$ cat config.mk
export PLATFORM = sky130hd
export DESIGN_NAME = wdt_unit
export DESIGN_NICKNAME = d
export VERILOG_FILES = /design/src/rtl/wdt_unit_pkg.sv /design/src/rtl/wdt_regs.sv /design/src/rtl/wdt_prescale.sv /design/src/rtl/wdt_counter.sv /design/src/rtl/wdt_unit.sv
export SDC_FILE = /design/constraint.sdc
export NUM_CORES = 1
export LEC_CHECK = 0
export CORE_MARGIN = 10
export CORE_UTILIZATION = 35
export CTS_CLUSTER_SIZE = 24
export DETAILED_ROUTE_END_ITERATION = 7
export PLACE_DENSITY_LB_ADDON = 0.15
export SLEW_MARGIN = 20
export SYNTH_ARGS = -nofsm -noshare
export SYNTH_HDL_FRONTEND = slang
export SYNTH_HIERARCHICAL = 1
export SYNTH_SLANG_ARGS = --single-unit
$ cat constraint.sdc
create_clock -name clk -period 7.6 [get_ports clk]
set_clock_uncertainty 0.15 [all_clocks]
set_input_delay 2.28 -clock clk [delete_from_list [all_inputs] [get_ports clk]]
set_output_delay 2.28 -clock clk [all_outputs]
set_load 0.005 [all_outputs]
$ cat src/rtl/wdt_unit_pkg.sv
package wdt_unit_pkg;

    localparam int unsigned BYTE_W = 8;

    localparam logic [7:0] ADDR_PINMUX = 8'h47;
    localparam logic [7:0] ADDR_UNIT   = 8'h65;
    localparam logic [7:0] ADDR_VALUE  = 8'h66;
    localparam logic [7:0] ADDR_WAKE   = 8'h67;
    localparam logic [7:0] ADDR_STATUS = 8'h68;

    localparam int unsigned UNIT_SEC_BIT = 7;
    localparam int unsigned KBD_EN_BIT   = 1;
    localparam int unsigned MOUSE_EN_BIT = 2;
    localparam int unsigned FIRED_BIT    = 0;

    localparam logic [3:0] PIN_SEL_WDT = 4'hE;

    typedef struct packed {
        logic unit_sec;
        logic kbd_en;
        logic mouse_en;
        logic pin_on;
    } wdt_cfg_t;

    typedef struct packed {
        logic              load;
        logic [BYTE_W-1:0] value;
    } wdt_load_t;

    function automatic logic pin_routed(input logic [BYTE_W-1:0] mux);
        return mux[3:0] == PIN_SEL_WDT;
    endfunction

endpackage

$ cat src/rtl/wdt_regs.sv
module wdt_regs
    import wdt_unit_pkg::*;
(
    input  logic              clk,
    input  logic              rst,
    input  logic              we,
    input  logic [7:0]        addr,
    input  logic [BYTE_W-1:0] wdata,
    input  logic [BYTE_W-1:0] cnt,
    input  logic              fired,
    output wdt_cfg_t          cfg,
    output wdt_load_t         load,
    output logic [BYTE_W-1:0] reload_val,
    output logic              clr_req,
    output logic [BYTE_W-1:0] rdata
);

    logic [BYTE_W-1:0] pinmux_q, unit_q, wake_q, reload_q;

    always_ff @(posedge clk) begin
        if (rst) begin
            pinmux_q <= '0;
            unit_q   <= '0;
            wake_q   <= '0;
            reload_q <= '0;
        end else if (we) begin
            case (addr)
                ADDR_PINMUX: pinmux_q <= wdata;
                ADDR_UNIT:   unit_q   <= wdata;
                ADDR_WAKE:   wake_q   <= wdata;
                ADDR_VALUE:  reload_q <= wdata;
                default: ;
            endcase
        end
    end

    always_comb begin
        cfg.unit_sec = unit_q[UNIT_SEC_BIT];
        cfg.kbd_en   = wake_q[KBD_EN_BIT];
        cfg.mouse_en = wake_q[MOUSE_EN_BIT];
        cfg.pin_on   = pin_routed(pinmux_q);
        load.load    = we && (addr == ADDR_VALUE);
        load.value   = wdata;
        reload_val   = reload_q;
        clr_req      = we && (addr == ADDR_STATUS) && !wdata[FIRED_BIT];
    end

    always_comb begin
        case (addr)
            ADDR_PINMUX: rdata = pinmux_q;
            ADDR_UNIT:   rdata = unit_q;
            ADDR_VALUE:  rdata = cnt;
            ADDR_WAKE:   rdata = wake_q;
            ADDR_STATUS: rdata = {{(BYTE_W-1){1'b0}}, fired};
            default:     rdata = '0;
        endcase
    end

endmodule

$ cat src/rtl/wdt_prescale.sv
module wdt_prescale #(
    parameter int unsigned DIV = 60
) (
    input  logic clk,
    input  logic rst,
    input  logic tick,
    input  logic active,
    input  logic bypass,
    input  logic restart,
    output logic step
);

    localparam int unsigned PRE_W = (DIV > 1) ? $clog2(DIV) : 1;
    localparam logic [PRE_W-1:0] PRE_LAST = PRE_W'(DIV - 1);

    logic [PRE_W-1:0] pre_q;
    logic             wrap;

    assign wrap = (pre_q == PRE_LAST);
    assign step = tick && active && (bypass || wrap);

    always_ff @(posedge clk) begin
        if (rst || restart) begin
            pre_q <= '0;
        end else if (tick && active && !bypass) begin
            pre_q <= wrap ? '0 : pre_q + 1'b1;
        end
    end


    pre_in_range_chk: assert property (@(posedge clk) disable iff (rst)
        pre_q <= PRE_LAST);

endmodule

$ cat src/rtl/wdt_counter.sv
module wdt_counter
    import wdt_unit_pkg::*;
(
    input  logic              clk,
    input  logic              rst,
    input  wdt_load_t         load,
    input  logic              reload_req,
    input  logic [BYTE_W-1:0] reload_val,
    input  logic              step,
    input  logic              clr_req,
    output logic [BYTE_W-1:0] cnt,
    output logic              fired,
    output logic              active,
    output logic              restart
);

    logic reload_hit, expire;

    assign active     = (cnt != '0);
    assign reload_hit = reload_req && active && !load.load;
    assign restart    = load.load || reload_hit;
    assign expire     = step && (cnt == BYTE_W'(1)) && !restart;

    always_ff @(posedge clk) begin
        if (rst) begin
            cnt <= '0;
        end else if (load.load) begin
            cnt <= load.value;
        end else if (reload_hit) begin
            cnt <= reload_val;
        end else if (step && active) begin
            cnt <= cnt - 1'b1;
        end
    end

    always_ff @(posedge clk) begin
        if (rst) begin
            fired <= 1'b0;
        end else if (expire) begin
            fired <= 1'b1;
        end else if (clr_req) begin
            fired <= 1'b0;
        end
    end


    cnt_step_chk: assert property (@(posedge clk) disable iff (rst)
        !restart |=> (cnt == $past(cnt)) || (cnt == $past(cnt) - 1'b1));


    fire_from_one_chk: assert property (@(posedge clk) disable iff (rst)
        $rose(fired) |-> $past(cnt) == BYTE_W'(1));


    idle_hold_chk: assert property (@(posedge clk) disable iff (rst)
        (cnt == '0) && !load.load |=> cnt == '0);

endmodule

$ cat src/rtl/wdt_unit.sv
module wdt_unit
    import wdt_unit_pkg::*;
#(
    parameter int unsigned TICKS_PER_MIN = 60
) (
    input  logic       clk,
    input  logic       rst,
    input  logic       reg_we,
    input  logic [7:0] reg_addr,
    input  logic [7:0] reg_wdata,
    output logic [7:0] reg_rdata,
    input  logic       sec_tick,
    input  logic       kbd_act,
    input  logic       mouse_act,
    output logic       wdt_pin
);

    wdt_cfg_t          cfg;
    wdt_load_t         load;
    logic [BYTE_W-1:0] reload_val, cnt;
    logic              clr_req, fired, active, restart, step, reload_req;

    assign reload_req = (kbd_act && cfg.kbd_en) || (mouse_act && cfg.mouse_en);
    assign wdt_pin    = fired && cfg.pin_on;

    wdt_regs u_regs (
        .clk(clk), .rst(rst), .we(reg_we), .addr(reg_addr), .wdata(reg_wdata),
        .cnt(cnt), .fired(fired), .cfg(cfg), .load(load),
        .reload_val(reload_val), .clr_req(clr_req), .rdata(reg_rdata)
    );

    wdt_prescale #(.DIV(TICKS_PER_MIN)) u_pre (
        .clk(clk), .rst(rst), .tick(sec_tick), .active(active),
        .bypass(cfg.unit_sec), .restart(restart), .step(step)
    );

    wdt_counter u_cnt (
        .clk(clk), .rst(rst), .load(load), .reload_req(reload_req),
        .reload_val(reload_val), .step(step), .clr_req(clr_req),
        .cnt(cnt), .fired(fired), .active(active), .restart(restart)
    );


    pin_gate_chk: assert property (@(posedge clk) disable iff (rst)
        wdt_pin |-> fired);

endmodule

* Word level (Yosys, flattened, before mapping)
Index checks and enable logic that the tools add are counted.
Storage, ports and cells: register bits 47, output and inout port bits 9, word-level logic and storage cells 53
Cells by class: $add $sub $neg 2, equality and inequality tests 8, multiplexer cells 7, reduce and logical (&&, ||, !) cells 29
Operators with widths (number):
- $eq 8x7->1 const B | 5
- $pmux 8 s5 | 1
- $mux 8 | 3
- $logic_and 1x1->1 | 14
- $eq 8x1->1 const B | 1
- $reduce_and 2->1 | 4
- $reduce_bool 8->1 | 1
- $sub 8x1->8 const B | 1
- $add 6x1->6 const B | 1
- $eq 6x6->1 const B | 1
- $mux 6 | 1
- $eq 4x4->1 const B | 1
- $logic_not 1->1 | 4
- $logic_or 1x1->1 | 4
- $reduce_bool 3->1 | 1
- $mux 1 | 2
- $reduce_bool 2->1 | 1

* Depth between registers and ports, before layout
Gate-level depths: netlist of the first run.
word-level depth 8, mapped depth 11, gate-level depth less buffers 10

* Modules after synthesis
Netlist of the first run, hierarchy kept.
Modules (own cells, without submodules):
- wdt_regs | times used 1, cells an instance 178, area an instance 1778.0 um2
- wdt_counter | times used 1, cells an instance 106, area an instance 817.0 um2
- wdt_prescale | times used 1, cells an instance 39, area an instance 330.3 um2
- wdt_unit | times used 1, cells an instance 2, area an instance 15.0 um2

* Worst setup path after synthesis of the first run
No wires, ideal clock.
path type input port to output port, from in reg_addr[7], to out reg_rdata[1], arrival 3104 ps, slack 2066 ps, stages on the path 5, cells stage by stage and4bb_2 > buf_6 > buf_6 > a22oi_1 > o211ai_1
On the way: longest elaborated chain between the ends 2, elaborated cells between the ends (all ways) 6, those cells by class eq/ne (5); mux (1)
RTL lines:
- from (decl) | RTL line wdt_unit.sv:9 | input logic [7:0] reg_addr,
- $eq 8x7->1 | RTL line wdt_regs.sv:49 | case (addr)
- $pmux 8 s5 (*) | RTL line wdt_regs.sv:49
- to (decl) | RTL line wdt_unit.sv:11 | output logic [7:0] reg_rdata,
Every way passes the cells marked *; elsewhere a longest branch is shown, timed or not.

* Final worst setup path of the first run
from in reg_addr[7], to out reg_rdata[2]
The elaborated chain is that of the path after synthesis.

==> flow_summary.ini, run 1 <==
[final_layout]
layout_common_cells = sky130_fd_sc_hd__dfxtp_1 (47), sky130_fd_sc_hd__nand2b_1 (45), sky130_fd_sc_hd__mux2i_1 (34)
area_of_the_multi_input_gates_sq_mm = 0.00177
insertedDiodeCount = 0
final-seq-area_sq_um = 941
stdcell_area_sq_mm = 0.00328
final_layout_size_suffix_gt1_frac = 0.104
filler_cell_count = 824
layout_commonest_cell = sky130_fd_sc_hd__dfxtp_1
nets = 361
area_growth_pct = 11.7
fin_cells = 441

[cts]
h-tree-depth = 2
clkSlewWorstSetupHoldPaths_ps = 90
number_of_buffers_added_by_the_clock_tree_synthesis_step = 5
cts_hold_buffers = 0
cts_setup_buffers = 0
clockRootBuffer = sky130_fd_sc_hd__clkbuf_8
clock_insertion_delay_worst_skew_ps = 300
cts_tree = built
cts_repair_resizes = 0
clk_path_buf_depth = 2
cts.sink_count = 47

[place]
port_buffers = 30
post-place-cells = 433
place_congestion = 0.785
hpwlAfterDp_um = 5560
placed_cell_area_sq_mm = 0.00319

[synth]
average_cell_area_after_synthesis_sq_um = 9.05
synth_cell_types = 64
postSynth.topFlopCell = sky130_fd_sc_hd__dfxtp_1
synth_area_sq_mm = 0.00294
ys_seq_elements = 47
syn-instance-count = 325
synthArstFlopShare = 0
synthesized_net_count = 351
synth_edf_count = 0
synth_warnings = 6
synth.yosys.seq_area_share = 0.320

[route]
avgRoutedWirePerCell_um = 17.4
ant_nets = 0
finalWirelength_um = 7680
routed_via_density = 5.44
routed-wl-met3_um = 299
dr_total_vias = 2399
met2_length_um = 3750
detail_route.drc_violations = 0
highest_layer = met4
firstDrtPassIters = 4
drt-initial-drc-count = 92
met1_length_um = 3590

[setup_path]
cp_max_fo = 27
worst_ep_required_time_ps = 5170
critPathKind = in -> out
cp_data_arrival_time_ps = 4430
cp-start-kind = primary input
critPathCaptureType = primary output

[sta]
final.period_utilization = 0.903
hold_violations = 0
slew-limit-headroom = 0.508
rsz0062_at_grt = false
drv_slew = 0
timing_worst_slew_pin_value_ps = 731
setup_viol_count_final = 0
timing.final.crit_period_ps = 6860
total_negative_slack_ps = 0
fmaxAchievable_ghz = 0.146

[grt]
grt_remaining_overflow = 0
grt.total_usage = 0.118
wire_length_of_the_first_global_routing_pass_um = 12600
antenna_found_initial = 0
grt_pass1_vias = 2422
grt_max_degree = 52

[status]
run_status = finished, final reports clean

[floorplanning]
fp.coreArea_sq_mm = 0.00818
placementRows = 33
die_width_um = 112
fp.dieH_um = 112
starting_utilization_of_the_core_area = 0.360
design.die.area_sq_mm = 0.0125
floorplan.io_pins = 31

[power]
ir_worst_vdd_mv = 0.0751
power.density_cell_area_mw_per_mm2 = 134
p_leak_nw = 1.23

[min_path]
hold_path_class = reg -> reg

[run]
maxcap_violations = 0
cell usage after synthesis (4+ instances only):
library cell / number / share of area
sky130_fd_sc_hd__nor2_1: 8 / 0.010
sky130_fd_sc_hd__nor2b_1: 4 / 0.0085
sky130_fd_sc_hd__o211ai_1: 8 / 0.020
sky130_fd_sc_hd__buf_2: 4 / 0.0068
sky130_fd_sc_hd__o21ai_0: 9 / 0.015
sky130_fd_sc_hd__nand2_1: 13 / 0.017
sky130_fd_sc_hd__o31ai_1: 4 / 0.010
sky130_fd_sc_hd__a21oi_1: 9 / 0.015
sky130_fd_sc_hd__buf_4: 12 / 0.031
sky130_fd_sc_hd__clkbuf_1: 7 / 0.0089
sky130_fd_sc_hd__inv_1: 9 / 0.011
sky130_fd_sc_hd__nor3_1: 10 / 0.017
sky130_fd_sc_hd__ha_1: 4 / 0.017
sky130_fd_sc_hd__a22oi_1: 8 / 0.020
sky130_fd_sc_hd__mux2i_1: 34 / 0.12
sky130_fd_sc_hd__nand3_1: 22 / 0.037
sky130_fd_sc_hd__buf_6: 4 / 0.015
sky130_fd_sc_hd__nand2b_1: 45 / 0.096
sky130_fd_sc_hd__dfxtp_1: 47 / 0.32
where the power goes:
group / total (mW) / internal, mW / switching [mW] / leakage, nW
Combinational: 0.0376 / 0.0186 / 0.0190 / 0.812
Sequential: 0.247 / 0.246 / 0.000561 / 0.378
Clock: 0.155 / 0.0642 / 0.0910 / 0.0402
stage by stage:
step	power [mW]	util	setup slack, ps	hold slack [ps]
2_1_floorplan	0.275	-	2070	297
3_3_place_gp	0.291	0.391	754	308
3_5_place_dp	0.291	0.391	718	317
4_1_cts	0.447	0.402	715	333
5_1_grt	0.456	0.402	599	349
6_report	0.440	0.402	736	331
state kept, by name, indices dropped and copies added, names as in the netlist:
signal / count
u_pre/pre_q: 6
u_cnt/fired: 1
u_cnt/cnt: 8
u_regs/reload_val: 8
u_regs/pinmux_q: 8
u_regs/unit_q: 8
u_regs/wake_q: 8
critical path: stages:
cell	delay, ps
sky130_fd_sc_hd__clkdlybuf4s50_1	450
sky130_fd_sc_hd__and4bb_2	730
sky130_fd_sc_hd__a22oi_1	180
sky130_fd_sc_hd__o211ai_1	230
sky130_fd_sc_hd__clkdlybuf4s50_1	550
metal layers:
metal | global-route usage | up-vias
li1 | - | 1205
met1 | 0.146 | 1153
met2 | 0.202 | 37
met3 | 0.0252 | 4
met4 | 0.0274 | 0
met5 | 0 | -
layout make-up:
cell class	count	area share
Inverter	11	0.0126
Clock buffer	5	0.0210
Tap cell	105	0.0400
Multi-Input combinational cell	239	0.540
Clock inverter	3	0.00610
Timing Repair Buffer	31	0.0937
Sequential cell	47	0.287
cells by family after synthesis:
logic type	Yosys count	share of synthesized area
simple gates	135	0.300
compound gates	63	0.160
flops	47	0.320
buf+inv	39	0.0770
mux	36	0.123
fa+ha+maj	4	0.0170
xor+xnor	1	0.00298
final timing paths:
| kind | start | endpoint | slack (ps) | cells after the start |
|---|---|---|---|---|
| min | u_regs/reload_val[3] | u_regs/reload_val[3] | 330 | 2 |
| max | reg_addr[7] | reg_rdata[2] | 740 | 5 |
| min reg2reg | u_regs/reload_val[3] | u_regs/reload_val[3] | 330 | 2 |
| max reg2reg | u_cnt/cnt[0] | u_cnt/cnt[7] | 4790 | 10 |
No activity file was read; power rests on OpenSTA's default activity.
==> run 2, diff against run 1 <==
Settings changed: CELL_PAD_IN_SITES_DETAIL_PLACEMENT set to 1, CELL_PAD_IN_SITES_GLOBAL_PLACEMENT set to 1, CTS_CLUSTER_DIAMETER set to 40.
==> run 2 against run 1 <==
Against the previous run:
- die area did not move
- fmax about the same
- worst setup slack worse by 4.0 ps
- largest power group unchanged
- highest routed layer unchanged
==> flow_summary.ini, run 2 (synthesis gave the netlist of run 1 again) <==
[cts]
cts_hold_buffers = 0
clkSlewWorstSetupHoldPaths_ps = 100
cts_repair_resizes = 0
cts.sink_count = 47
cts_setup_buffers = 0
clock_insertion_delay_worst_skew_ps = 310
number_of_buffers_added_by_the_clock_tree_synthesis_step = 5
h-tree-depth = 2
clockRootBuffer = sky130_fd_sc_hd__clkbuf_8
clk_path_buf_depth = 2
cts_tree = built

[route]
ant_nets = 0
finalWirelength_um = 8230
met2_length_um = 3990
routed-wl-met3_um = 293
detail_route.drc_violations = 0
avgRoutedWirePerCell_um = 18.7
drt-initial-drc-count = 82
routed_via_density = 5.47
dr_total_vias = 2412
met1_length_um = 3870
firstDrtPassIters = 4
highest_layer = met4

[min_path]
hold_path_class = reg -> reg

[sta]
crit_path_setup_slack_layout_ps = 732
rsz0062_at_grt = false
drv_slew = 0
final.period_utilization = 0.904
hold_violations = 0
timing_worst_slew_pin_value_ps = 748
timing.final.crit_period_ps = 6870
slew-limit-headroom = 0.497
fmaxAchievable_ghz = 0.146
setup_viol_count_final = 0
total_negative_slack_ps = 0

[place]
place_worst_setup_slack_ps = 722
hpwlAfterDp_um = 6000
place_congestion = 0.784
port_buffers = 30

[floorplanning]
starting_utilization_of_the_core_area = 0.360
die_width_um = 112
fp.dieH_um = 112
design.die.area_sq_mm = 0.0125
floorplan.io_pins = 31
fp.coreArea_sq_mm = 0.00818
placementRows = 33

[grt]
grt.total_usage = 0.130
grt_remaining_overflow = 0
antenna_found_initial = 0
grt_max_degree = 52
wire_length_of_the_first_global_routing_pass_um = 13700
grt_pass1_vias = 2541

[setup_path]
launch_point_of_the_worst_reg_to_reg_path = u_cnt/cnt[0]
r2r_end = u_cnt/cnt[7]
crit_start = reg_addr[7]
cp-start-kind = primary input
critPathKind = in -> out
worst-r2r-cell-count = 10
cp_data_arrival_time_ps = 4440
path_cells = clkdlybuf4s50_1, and4bb_2, a22oi_1, o211ai_1, clkdlybuf4s50_1
max_stage_delay_ps = 750
worst_ep_required_time_ps = 5170
timing.critical_path.slowest_stage_cell = sky130_fd_sc_hd__and4bb_2
critical-path-top-cell-by-count = sky130_fd_sc_hd__clkdlybuf4s50_1
critPathCaptureType = primary output
cp_max_fo = 27
setup.reg_to_reg.worst_slack_ps = 4750
setup.worst_path.end = reg_rdata[7]

[power]
p_total_uw = 512
ir_worst_vdd_mv = 0.0849
p_leak_nw = 1.25
power.density_cell_area_mw_per_mm2 = 154

[final_layout]
layout_commonest_cell = sky130_fd_sc_hd__dfxtp_1
nets = 361
insertedDiodeCount = 0
area_growth_pct = 13.3
layout_common_cells = sky130_fd_sc_hd__dfxtp_1 (47), sky130_fd_sc_hd__nand2b_1 (45), sky130_fd_sc_hd__mux2i_1 (34)
final_layout_size_suffix_gt1_frac = 0.104

[run]
maxcap_violations = 0

[status]
run_status = finished, final reports clean
run 2: cell types whose count changed in the layout (fill, tap and decap cells not counted), sizes merged:
cell      before  now
clkinvlp       2    1
clkinv         1    0
bufinv         0    2
run 2: worst min path at each step:
stage / slack [ps] / start / depth (start not counted) / end
floorplan: 300 / u_regs/reload_val[5] / 2 / u_regs/reload_val[5]
global placement: 310 / u_regs/unit_q[5] / 2 / u_regs/unit_q[5]
detailed placement: 320 / u_regs/wake_q[0] / 2 / u_regs/wake_q[0]
CTS: 340 / u_regs/unit_q[6] / 2 / u_regs/unit_q[6]
global route: 360 / u_regs/reload_val[0] / 2 / u_regs/reload_val[0]
finish: 330 / u_regs/pinmux_q[6] / 2 / u_regs/pinmux_q[6]
run 2: cell type report:
type / count / area [sq um]
Fill cell: 954 / 4840
Multi-Input combinational cell: 239 / 1770
Sequential cell: 47 / 941
Timing Repair Buffer: 31 / 308
Tap cell: 105 / 131
Clock buffer: 5 / 68.8
Clock inverter: 3 / 67.6
Inverter: 11 / 41.3
run 2: where the power goes:
group	switching [mW]	internal, mW	leakage, nW
Sequential	0.000559	0.246	0.378
Clock	0.0952	0.131	0.0644
Combinational	0.0196	0.0186	0.812
run 2: metrics by stage:
stage	util	cells	cell area, sq um	hold WS [ps]
after floorplan	-	325	2940	297
after global routing	0.407	441	3330	358
after global placement	0.391	433	3190	313
after detailed placement	0.391	433	3190	319
after CTS	0.407	441	3330	340
final	0.407	441	3330	333
run 2: worst max-delay path, delay by kind of cell:
family,cells,cell delay (ps)
buf+inv,2,990
simple gates,1,750
compound gates,2,420
run 2: per-layer routing:
metal | track usage | vias to the layer above
met2 | 0.216 | 35
met1 | 0.167 | 1174
li1 | - | 1196
met4 | 0.0283 | 0
met3 | 0.0301 | 7
met5 | 0 | -
==> run 3, diff against run 2 <==
Settings changed: ABC_AREA set to 1.
==> run 3 against run 2 <==
Against the previous run:
- largest cell class unchanged
- sequential share of layout area down 0.34 points
- cell area up 1.2%
- synthesized cell count is 43% higher
- flip-flop and latch count stayed put
==> flow_summary.ini, run 3 <==
[grt]
grt_max_degree = 33
grt.total_usage = 0.133
grt_pass1_vias = 2804
wire_length_of_the_first_global_routing_pass_um = 14300
antenna_found_initial = 0
grt_remaining_overflow = 0

[synth]
post_synth_fa_ha_maj_area_fraction = 0.0164
synth.area.mux_share = 0
library_cell_with_the_largest_summed_area_after_synthesis = sky130_fd_sc_hd__dfxtp_1
synth_common_cells = sky130_fd_sc_hd__nand2_1 (111), sky130_fd_sc_hd__nor2_1 (96), sky130_fd_sc_hd__inv_1 (54)
synthesized_net_count = 490
syn-instance-count = 464
synth_top_family_by_area = simple AND/OR/NAND/NOR gates
synth.top_cell.area_share = 0.308
yosys.area_share.xor_xnor = 0.0143
synth_simple_gate_area_share = 0.485
synth.yosys.seq_area_share = 0.308
synth_warnings = 6
synth_edf_count = 0
synth_cell_types = 31
synth_compound_area_frac = 0.0352
average_cell_area_after_synthesis_sq_um = 6.59
postSynth.topFlopCell = sky130_fd_sc_hd__dfxtp_1
synth_area_sq_mm = 0.00306
yosysMostFrequentCell = sky130_fd_sc_hd__nand2_1
synthArstFlopShare = 0
ys_seq_elements = 47
post_synth_main_area_contributors = sky130_fd_sc_hd__dfxtp_1 (31%), sky130_fd_sc_hd__nand2_1 (14%), sky130_fd_sc_hd__nor2_1 (12%)

[cts]
clockRootBuffer = sky130_fd_sc_hd__clkbuf_8
number_of_buffers_added_by_the_clock_tree_synthesis_step = 5
cts_setup_buffers = 0
clkSlewWorstSetupHoldPaths_ps = 80
cts.sink_count = 47
clock_insertion_delay_worst_skew_ps = 300
cts_tree = built
h-tree-depth = 2
clk_path_buf_depth = 2
cts_hold_buffers = 0
cts_repair_resizes = 0

[floorplanning]
design.die.area_sq_mm = 0.0129
floorplan.io_pins = 31
die_width_um = 113
fp.dieH_um = 113
placementRows = 34
fp.coreArea_sq_mm = 0.00859
starting_utilization_of_the_core_area = 0.356

[final_layout]
insertedDiodeCount = 0
layout_common_cells = sky130_fd_sc_hd__nand2_1 (111), sky130_fd_sc_hd__nor2_1 (96), sky130_fd_sc_hd__inv_1 (53)
area_of_the_multi_input_gates_sq_mm = 0.00169
nets = 501
fin_cells = 584
filler_cell_count = 1129
layout_commonest_cell = sky130_fd_sc_hd__nand2_1
final_layout_size_suffix_gt1_frac = 0.105
area_growth_pct = 10.2
final-seq-area_sq_um = 941

[sta]
drv_slew = 0
final.period_utilization = 0.858
total_negative_slack_ps = 0
timing_worst_slew_pin_value_ps = 599
timing.final.crit_period_ps = 6520
slew-limit-headroom = 0.600
fmaxAchievable_ghz = 0.153
setup_viol_count_final = 0
rsz0062_at_grt = false
hold_violations = 0

[setup_path]
cp_max_fo = 28
critPathCaptureType = primary output
cp-start-kind = primary input
critPathKind = in -> out
worst_ep_required_time_ps = 5170
cp_data_arrival_time_ps = 4090

[power]
power.density_cell_area_mw_per_mm2 = 129
ir_worst_vdd_mv = 0.0596
p_leak_nw = 1.61
power.sequential.fraction = 0.569
p_int_uw = 324
total_switching_power_uw = 111
clock_power_share = 0.346
power_switching_share = 0.254
p_total_uw = 434
combinational_share_of_power = 0.085

[route]
firstDrtPassIters = 4
detail_route.drc_violations = 0
finalWirelength_um = 8360
dr_total_vias = 2791
drt-initial-drc-count = 78
ant_nets = 0
avgRoutedWirePerCell_um = 14.3
routed_via_density = 4.78

[place]
hpwlAfterDp_um = 6240
port_buffers = 30
place_congestion = 0.808
post-place-cells = 576

[run]
maxcap_violations = 0

[status]
run_status = finished, final reports clean

[min_path]
hold_path_class = reg -> reg
==> run 3: kinds of logic (layout without fill, tap and decap cells) <==
logic type / count (synthesis) / after routing
compound gates: 18 / 18
fa+ha+maj: 4 / 4
xor+xnor: 5 / 5
buf+inv: 86 / 98
simple gates: 304 / 304
flops: 47 / 47
==> run 3: worst max-delay path: stages <==
cell	delay, ps
sky130_fd_sc_hd__clkdlybuf4s50_1	480
sky130_fd_sc_hd__nand2_1	130
sky130_fd_sc_hd__nor2_8	360
sky130_fd_sc_hd__nand2_1	130
sky130_fd_sc_hd__nor2_1	110
sky130_fd_sc_hd__nor2_1	50
sky130_fd_sc_hd__nand2_1	50
sky130_fd_sc_hd__clkdlybuf4s50_1	500
==> run 3: layout make-up <==
| cell class | count | area share |
|---|---|---|
| flip-flops and latches | 47 | 0.279 |
| multi-input cells | 331 | 0.500 |
| clock inverters | 3 | 0.00445 |
| well taps | 108 | 0.0401 |
| clock buffers | 5 | 0.0204 |
| repair buffers | 30 | 0.0891 |
| inverters | 60 | 0.0668 |
==> run 3: per-stage QoR <==
| step | setup slack (ps) | hold slack (ps) | util | cell area [sq um] |
|---|---|---|---|---|
| final | 1080 | 367 | 0.392 | 3370 |
| after global routing | 916 | 407 | 0.392 | 3370 |
| after CTS | 1050 | 373 | 0.392 | 3370 |
| after detailed placement | 1050 | 357 | 0.382 | 3290 |
| after global placement | 1080 | 328 | 0.382 | 3290 |
| after floorplan | 2150 | 300 | - | 3060 |
==> run 3: worst paths after layout <==
| path | startpoint | cells after the start | slack, ps | end |
|---|---|---|---|---|
| worst max register to register | u_cnt/cnt[0] | 12 | 5310 | u_cnt/cnt[6] |
| worst min register to register | u_pre/pre_q[0] | 2 | 370 | u_pre/pre_q[0] |
| worst max-delay path | reg_addr[5] | 8 | 1080 | reg_rdata[0] |
| worst min-delay path | u_pre/pre_q[0] | 2 | 370 | u_pre/pre_q[0] |
==> run 3: metal layers <==
metal,global-route usage,vias up,share of wire
met1,0.167,1318,0.48
met4,0.0245,0,0.0044
met5,0,-,0
li1,-,1449,-
met3,0.0236,2,0.018
met2,0.231,22,0.50
==> run 3: power groups by stage <==
stage | clock network (mW) | logic (mW) | registers, mW
floorplan | 0 | 0.0207 | 0.253
global placement | 0 | 0.0366 | 0.253
detailed placement | 0 | 0.0373 | 0.253
CTS | 0.159 | 0.0374 | 0.247
global route | 0.169 | 0.0404 | 0.247
finish | 0.150 | 0.0367 | 0.247
